`src/rtl/tmr_vote_pkg.sv`:
```
`timescale 1ns/1ps
package tmr_vote_pkg;
   localparam int unsigned COPIES = 3;

   typedef enum logic [1:0] {
      ST_IDLE  = 2'd0,
      ST_ISSUE = 2'd1,
      ST_AWAIT = 2'd2,
      ST_OFFER = 2'd3
   } fetch_state_t;
endpackage

```
`src/rtl/tmr_vote_bitwise.sv`:
```
`timescale 1ns/1ps
module tmr_vote_bitwise #(
   parameter int unsigned DATA_W = 8,
   parameter int unsigned IMPL   = 0
) (
   input  logic [DATA_W-1:0] in_a,
   input  logic [DATA_W-1:0] in_b,
   input  logic [DATA_W-1:0] in_c,
   output logic [DATA_W-1:0] voted,
   output logic              disagree
);
   for (genvar i = 0; i < DATA_W; i++) begin : g_bit
      if (IMPL == 0) begin : g_sop
         assign voted[i] = (in_a[i] & in_b[i]) | (in_a[i] & in_c[i]) | (in_b[i] & in_c[i]);
      end else begin : g_mux
         assign voted[i] = (in_a[i] == in_b[i]) ? in_a[i] : in_c[i];
      end
   end

   assign disagree = (in_a != in_b) || (in_a != in_c);
endmodule

```
`src/rtl/tmr_mismatch_tally.sv`:
```
`timescale 1ns/1ps
module tmr_mismatch_tally #(
   parameter int unsigned CNT_W = 16
) (
   input  logic             clk,
   input  logic             rst_n,
   input  logic             clear,
   input  logic             hit,
   output logic             flag,
   output logic [CNT_W-1:0] count
);
   localparam logic [CNT_W-1:0] CNT_MAX = {CNT_W{1'b1}};

   always_ff @(posedge clk or negedge rst_n) begin
      if (!rst_n) begin
         flag  <= 1'b0;
         count <= '0;
      end else if (clear) begin
         flag  <= 1'b0;
         count <= '0;
      end else if (hit) begin
         flag <= 1'b1;
         if (count != CNT_MAX) count <= count + 1'b1;
      end
   end
endmodule

```
`src/rtl/tmr_fetch_seq.sv`:
```
`timescale 1ns/1ps
module tmr_fetch_seq
   import tmr_vote_pkg::*;
#(
   parameter int unsigned ADDR_W = 24,
   parameter int unsigned DATA_W = 8,
   parameter int unsigned LEN_W  = 16
) (
   input  logic              clk,
   input  logic              rst_n,
   input  logic              start,
   input  logic [ADDR_W-1:0] base0,
   input  logic [ADDR_W-1:0] base1,
   input  logic [ADDR_W-1:0] base2,
   input  logic [LEN_W-1:0]  length,
   output logic              busy,
   output logic              run_clear,
   output logic              mem_req,
   output logic [ADDR_W-1:0] mem_addr,
   input  logic              mem_rvalid,
   input  logic [DATA_W-1:0] mem_rdata,
   output logic [DATA_W-1:0] cap_first,
   output logic [DATA_W-1:0] cap_second,
   output logic              vote_load,
   output logic              out_valid,
   input  logic              out_ready,
   output logic              out_last
);
   localparam int unsigned CP_W = $clog2(COPIES);
   localparam logic [CP_W-1:0] CP_LAST = CP_W'(COPIES - 1);

   fetch_state_t      state_q;
   logic [ADDR_W-1:0] base_q [COPIES];
   logic [LEN_W-1:0]  len_q;
   logic [LEN_W-1:0]  off_q;
   logic [CP_W-1:0]   copy_q;
   logic [ADDR_W-1:0] base_sel;
   logic              accept;
   logic              final_off;

   assign accept    = start && (state_q == ST_IDLE) && (length != '0);
   assign final_off = (off_q == len_q - 1'b1);

   always_comb begin
      case (copy_q)
         CP_W'(0): base_sel = base_q[0];
         CP_W'(1): base_sel = base_q[1];
         default:  base_sel = base_q[2];
      endcase
   end

   always_ff @(posedge clk or negedge rst_n) begin
      if (!rst_n) begin
         state_q    <= ST_IDLE;
         len_q      <= '0;
         off_q      <= '0;
         copy_q     <= '0;
         cap_first  <= '0;
         cap_second <= '0;
         for (int k = 0; k < COPIES; k++) base_q[k] <= '0;
      end else begin
         case (state_q)
            ST_IDLE: begin
               if (accept) begin
                  base_q[0] <= base0;
                  base_q[1] <= base1;
                  base_q[2] <= base2;
                  len_q     <= length;
                  off_q     <= '0;
                  copy_q    <= '0;
                  state_q   <= ST_ISSUE;
               end
            end
            ST_ISSUE: state_q <= ST_AWAIT;
            ST_AWAIT: begin
               if (mem_rvalid) begin
                  if (copy_q == CP_LAST) begin
                     state_q <= ST_OFFER;
                  end else begin
                     if (copy_q == '0) cap_first <= mem_rdata;
                     else              cap_second <= mem_rdata;
                     copy_q  <= copy_q + 1'b1;
                     state_q <= ST_ISSUE;
                  end
               end
            end
            ST_OFFER: begin
               if (out_ready) begin
                  if (final_off) begin
                     state_q <= ST_IDLE;
                  end else begin
                     off_q   <= off_q + 1'b1;
                     copy_q  <= '0;
                     state_q <= ST_ISSUE;
                  end
               end
            end
            default: state_q <= ST_IDLE;
         endcase
      end
   end

   assign busy      = (state_q != ST_IDLE);
   assign run_clear = accept;
   assign mem_req   = (state_q == ST_ISSUE);
   assign mem_addr  = base_sel + ADDR_W'(off_q);
   assign vote_load = (state_q == ST_AWAIT) && mem_rvalid && (copy_q == CP_LAST);
   assign out_valid = (state_q == ST_OFFER);
   assign out_last  = out_valid && final_off;
endmodule

```
`src/rtl/tmr_readback_voter.sv`:
```
`timescale 1ns/1ps
module tmr_readback_voter #(
   parameter int unsigned ADDR_W    = 24,
   parameter int unsigned DATA_W    = 8,
   parameter int unsigned LEN_W     = 16,
   parameter int unsigned CNT_W     = 16,
   parameter int unsigned VOTE_IMPL = 0
) (
   input  logic              clk,
   input  logic              rst_n,
   input  logic              start,
   input  logic [ADDR_W-1:0] base0,
   input  logic [ADDR_W-1:0] base1,
   input  logic [ADDR_W-1:0] base2,
   input  logic [LEN_W-1:0]  length,
   output logic              busy,
   output logic              mem_req,
   output logic [ADDR_W-1:0] mem_addr,
   input  logic              mem_rvalid,
   input  logic [DATA_W-1:0] mem_rdata,
   output logic              out_valid,
   input  logic              out_ready,
   output logic [DATA_W-1:0] out_data,
   output logic              out_last,
   output logic              mismatch_flag,
   output logic [CNT_W-1:0]  mismatch_count
);
   if (LEN_W > ADDR_W) begin : g_bad_len
      $error("LEN_W must not exceed ADDR_W");
   end
   if (DATA_W < 1 || CNT_W < 1 || ADDR_W < 1 || LEN_W < 1) begin : g_bad_width
      $error("all widths must be at least 1");
   end
   if (VOTE_IMPL > 1) begin : g_bad_impl
      $error("VOTE_IMPL selects 0 (sum of products) or 1 (mux)");
   end

   logic              run_clear;
   logic              vote_load;
   logic [DATA_W-1:0] cap_first;
   logic [DATA_W-1:0] cap_second;
   logic [DATA_W-1:0] voted;
   logic              disagree;
   logic [DATA_W-1:0] out_data_q;

   tmr_fetch_seq #(
      .ADDR_W (ADDR_W),
      .DATA_W (DATA_W),
      .LEN_W  (LEN_W)
   ) u_seq (
      .clk        (clk),
      .rst_n      (rst_n),
      .start      (start),
      .base0      (base0),
      .base1      (base1),
      .base2      (base2),
      .length     (length),
      .busy       (busy),
      .run_clear  (run_clear),
      .mem_req    (mem_req),
      .mem_addr   (mem_addr),
      .mem_rvalid (mem_rvalid),
      .mem_rdata  (mem_rdata),
      .cap_first  (cap_first),
      .cap_second (cap_second),
      .vote_load  (vote_load),
      .out_valid  (out_valid),
      .out_ready  (out_ready),
      .out_last   (out_last)
   );

   tmr_vote_bitwise #(
      .DATA_W (DATA_W),
      .IMPL   (VOTE_IMPL)
   ) u_vote (
      .in_a     (cap_first),
      .in_b     (cap_second),
      .in_c     (mem_rdata),
      .voted    (voted),
      .disagree (disagree)
   );

   always_ff @(posedge clk or negedge rst_n) begin
      if (!rst_n)         out_data_q <= '0;
      else if (vote_load) out_data_q <= voted;
   end
   assign out_data = out_data_q;

   tmr_mismatch_tally #(
      .CNT_W (CNT_W)
   ) u_tally (
      .clk   (clk),
      .rst_n (rst_n),
      .clear (run_clear),
      .hit   (vote_load && disagree),
      .flag  (mismatch_flag),
      .count (mismatch_count)
   );
endmodule

```
`config.mk`:
```
export PLATFORM = sky130hd
export DESIGN_NAME = tmr_readback_voter
export DESIGN_NICKNAME = d
export VERILOG_FILES = /design/src/rtl/tmr_vote_pkg.sv /design/src/rtl/tmr_vote_bitwise.sv /design/src/rtl/tmr_mismatch_tally.sv /design/src/rtl/tmr_fetch_seq.sv /design/src/rtl/tmr_readback_voter.sv
export SDC_FILE = /design/constraint.sdc
export NUM_CORES = 1
export LEC_CHECK = 0
export CAP_MARGIN = 10
export CORE_ASPECT_RATIO = 1.5
export CORE_MARGIN = 2
export CORE_UTILIZATION = 40
export CTS_CLUSTER_DIAMETER = 150
export DETAILED_ROUTE_END_ITERATION = 8
export PLACE_DENSITY = 0.61
export SLEW_MARGIN = 20
export SYNTH_ARGS = -nofsm -noshare
export SYNTH_HDL_FRONTEND = slang
export SYNTH_SLANG_ARGS = --single-unit
```
`constraint.sdc`:
```
create_clock -name clk -period 6.83 [get_ports clk]
set_input_delay 0.683 -clock clk [delete_from_list [all_inputs] [get_ports clk]]
set_output_delay 0.683 -clock clk [all_outputs]
set_load 0.005 [all_outputs]
```
==> metrics.cfg <==
[setup_path]
startpoint_type=flip-flop
rr_startpoint=u_seq.len_q[3]
ff2ff_path_depth=7
r2r_slack_ns=3.32
cp_max_fo=12
cp.required_ns=6.15
worstPathArrival_ns=5.02
end_kind=output port
path_class=reg -> out
reg2reg_to=u_seq.off_q[15]

[detailed_routing]
postRouteAntennaNets=0
wl_per_cell_um=15.9
drt_wl_total_mm=22.5
vias_per_cell=5.26
drt-initial-drc-count=372
vias=7438
drc=0
dr.pass1.iters=5

[floorplanning]
core-area_um2=20900
initial_core_util=0.406
die_x_um=123
die-area_um2=22400
die_height_um=182
row_count=65
ios=154

[synthesis]
synthMuxAreaShare=0.0306
yosys_warnings=0
synth_cell_type_count=58
yosys.area_share.xor_xnor=0.0483
ys_ff_latch=149
synthSimpleGateAreaFrac=0.268
syn_nets=1139
synth.avg_cell_area_um2=8.50
synth_top_area_cell=dfrtp_1
synth_area_leaders=dfrtp_1, nand2_1, ha_1
async_flop_share=1.00
synth_fa_ha_area_frac=0.0583
synth_edf_count=0
ys_seq_area_frac=0.439
yosysTopAreaCellShare=0.439
synth_top_family_by_area=simple AND/OR/NAND/NOR gates
synth_compound_area_frac=0.122
synthCells=999
synthFlopType=dfrtp_1
synth_area_um2=8490

[timing]
hold_slack_ns=0.356
rsz0062_at_grt=false
hold_violations=0
finalCritPeriodShare=0.835
worst_pin_slew_ns=1.06
setup_viol=0
skew_ns=0.0133
setup_tns_ns=0
layout_min_cycle_time_ns=5.70
fmax_ghz=0.175
slew_viol_final=0
slew_headroom=0.285

[final_layout]
nNetsFinal=1273
nFillCells=2011
multi_input_comb_area_um2=4490
syn_to_final_growth_pct=27.6
layout-drive-gt1-share=0.0602
seqCellArea_um2=3730
diodes=0

[global_route]
grt_overflow=0
track_usage=0.207
grt_max_degree=98
grt_pass1_vias=7242
grt_antenna_before_repair=0
grt_pass1_wl_mm=36.4

[clock_network]
cts_hold_buffers=0
post-cts-setup-buffers=0
cts_buffers=17
path_clk_slew_ns=0.06
cts_sinks=149
cts.path.max_buffers=2
cts_tree=yes
cts-resized-gates=0
worstSkewPairLatency_ns=0.43
cts-root-buf=clkbuf_16
cts_max_level=4

[placement]
place_congestion=0.862
port_buffers=153
hpwlAfterDp_mm=16.7

[power]
power_per_cell_area_nw_per_um2=427
ir_worst_vdd_uv=214
power_mw=4.62
power_leakage_nw=4.97

[status]
status=finished clean

[hold_path]
hold_path_class=in -> async

[run]
maxCapViolCount=0

## sequential cells by signal, indices dropped and copies added, names as in the netlist
signal,count
u_seq.len_q,16
u_seq.cap_first,8
u_seq.copy_q,2
u_seq.cap_second,8
u_seq.state_q,2
u_tally.flag,1
u_seq.base_q,72
u_tally.count,16
out_data,8
u_seq.off_q,16
## power breakdown
part           total, mW  leakage [nW]  switching (mW)  internal, mW
clock              0.950         0.278           0.402         0.549
combinational       2.15          2.78            1.13          1.02
sequential          1.52          1.91           0.298          1.22
## layout by cell type, fill, tap and decap left out, types with 12 or more instances in the layout
| master | instances |
|---|---|
| ha_1 | 38 |
| o21ai_0 | 32 |
| or4_1 | 12 |
| clkbuf_16 | 17 |
| a21oi_1 | 27 |
| a22oi_1 | 20 |
| dfrtp_1 | 149 |
| nand2b_1 | 13 |
| xnor2_1 | 27 |
| nor2_1 | 43 |
| nor4_1 | 22 |
| mux2_2 | 16 |
| clkdlybuf4s50_1 | 152 |
| inv_1 | 22 |
| nor3_1 | 21 |
| nand2_1 | 342 |
| xor2_1 | 18 |
| nand3_1 | 18 |
## area by class of cell
class,count,area share
Sequential cell,149,0.344
Timing Repair Buffer,162,0.148
Clock inverter,14,0.0152
Tap cell,268,0.0310
Multi-Input combinational cell,781,0.415
Inverter,22,0.00762
Clock buffer,18,0.0396
## worst max-delay path by stage
stage | slack [ns] | to | startpoint | depth (start not counted)
4_1_cts | 1.10 | mem_addr[18] | u_seq.copy_q[0] | 16
5_1_grt | 0.68 | mem_addr[18] | u_seq.copy_q[0] | 17
3_3_place_gp | 1.69 | mem_addr[22] | u_seq.copy_q[0] | 17
6_report | 1.13 | mem_addr[22] | u_seq.copy_q[0] | 16
3_5_place_dp | 1.59 | mem_addr[18] | u_seq.copy_q[0] | 17
2_1_floorplan | 2.09 | mem_addr[18] | u_seq.copy_q[0] | 18
## Yosys cell counts, types with 3 or more instances
master and instances:
o21a_1 8, or4_1 12, buf_1 8, clkbuf_1 33, nor2_1 44, a22oi_1 20
or2_2 4, or3_1 7, a211oi_1 11, o31a_1 3, o21ai_0 32, buf_6 3
mux2i_1 8, a41oi_1 3, o211ai_1 6, nor4_1 22, ha_1 38, o21bai_1 5
a21oi_1 27, mux2_2 16, a21o_1 5, dfrtp_1 149, nand2b_1 14, xnor2_1 27
and3_1 8, nor3_1 21, nand3_1 18, a22o_1 5, nor2b_1 5, nand4_1 9
xor2_1 18, and4_1 3, inv_1 22, o31ai_1 11, nand2_1 342, buf_2 3
## worst max-delay path, stage by stage (launching register included)
cell and delay [ns]:
dfrtp_1 0.38, inv_1 0.11, ha_1 0.46, a22oi_1 0.19
nand2_1 0.12, ha_1 0.17, inv_1 0.06, fa_1 0.39
nor2b_1 0.14, o21a_1 0.15, o21ai_0 0.17, a2111oi_0 0.75
o31ai_1 0.26, buf_4 0.22, mux2i_1 0.11, nor4_1 0.36
clkdlybuf4s50_1 0.58
## per-layer routing
layer	share of wire	global-route usage	vias to the layer above
li1	-	-	3712
met1	0.41	0.246	3519
met2	0.52	0.364	177
met4	0.027	0.0841	0
met5	0	0	-
met3	0.039	0.0356	30
## metrics by stage
step | util | instances | cell area (um2) | worst slack [ns]
floorplan | - | 999 | 8490 | 2.09
global placement | 0.490 | 1382 | 10200 | 1.69
detailed placement | 0.490 | 1382 | 10200 | 1.59
CTS | 0.518 | 1414 | 10800 | 1.10
global route | 0.518 | 1414 | 10800 | 0.683
finish | 0.518 | 1414 | 10800 | 1.13
## cells by family (layout without fill, tap and decap cells)
group,Yosys count,count (layout)
buffers and inverters,69,216
and+or+nand+nor,518,518
AOI/OAI and AO/OA,154,154
xor gates and xnor gates,46,46
muxes,24,24
adders and majority gates,39,39
DFF,149,149
Note: power is estimated with default switching activity, not from simulation.
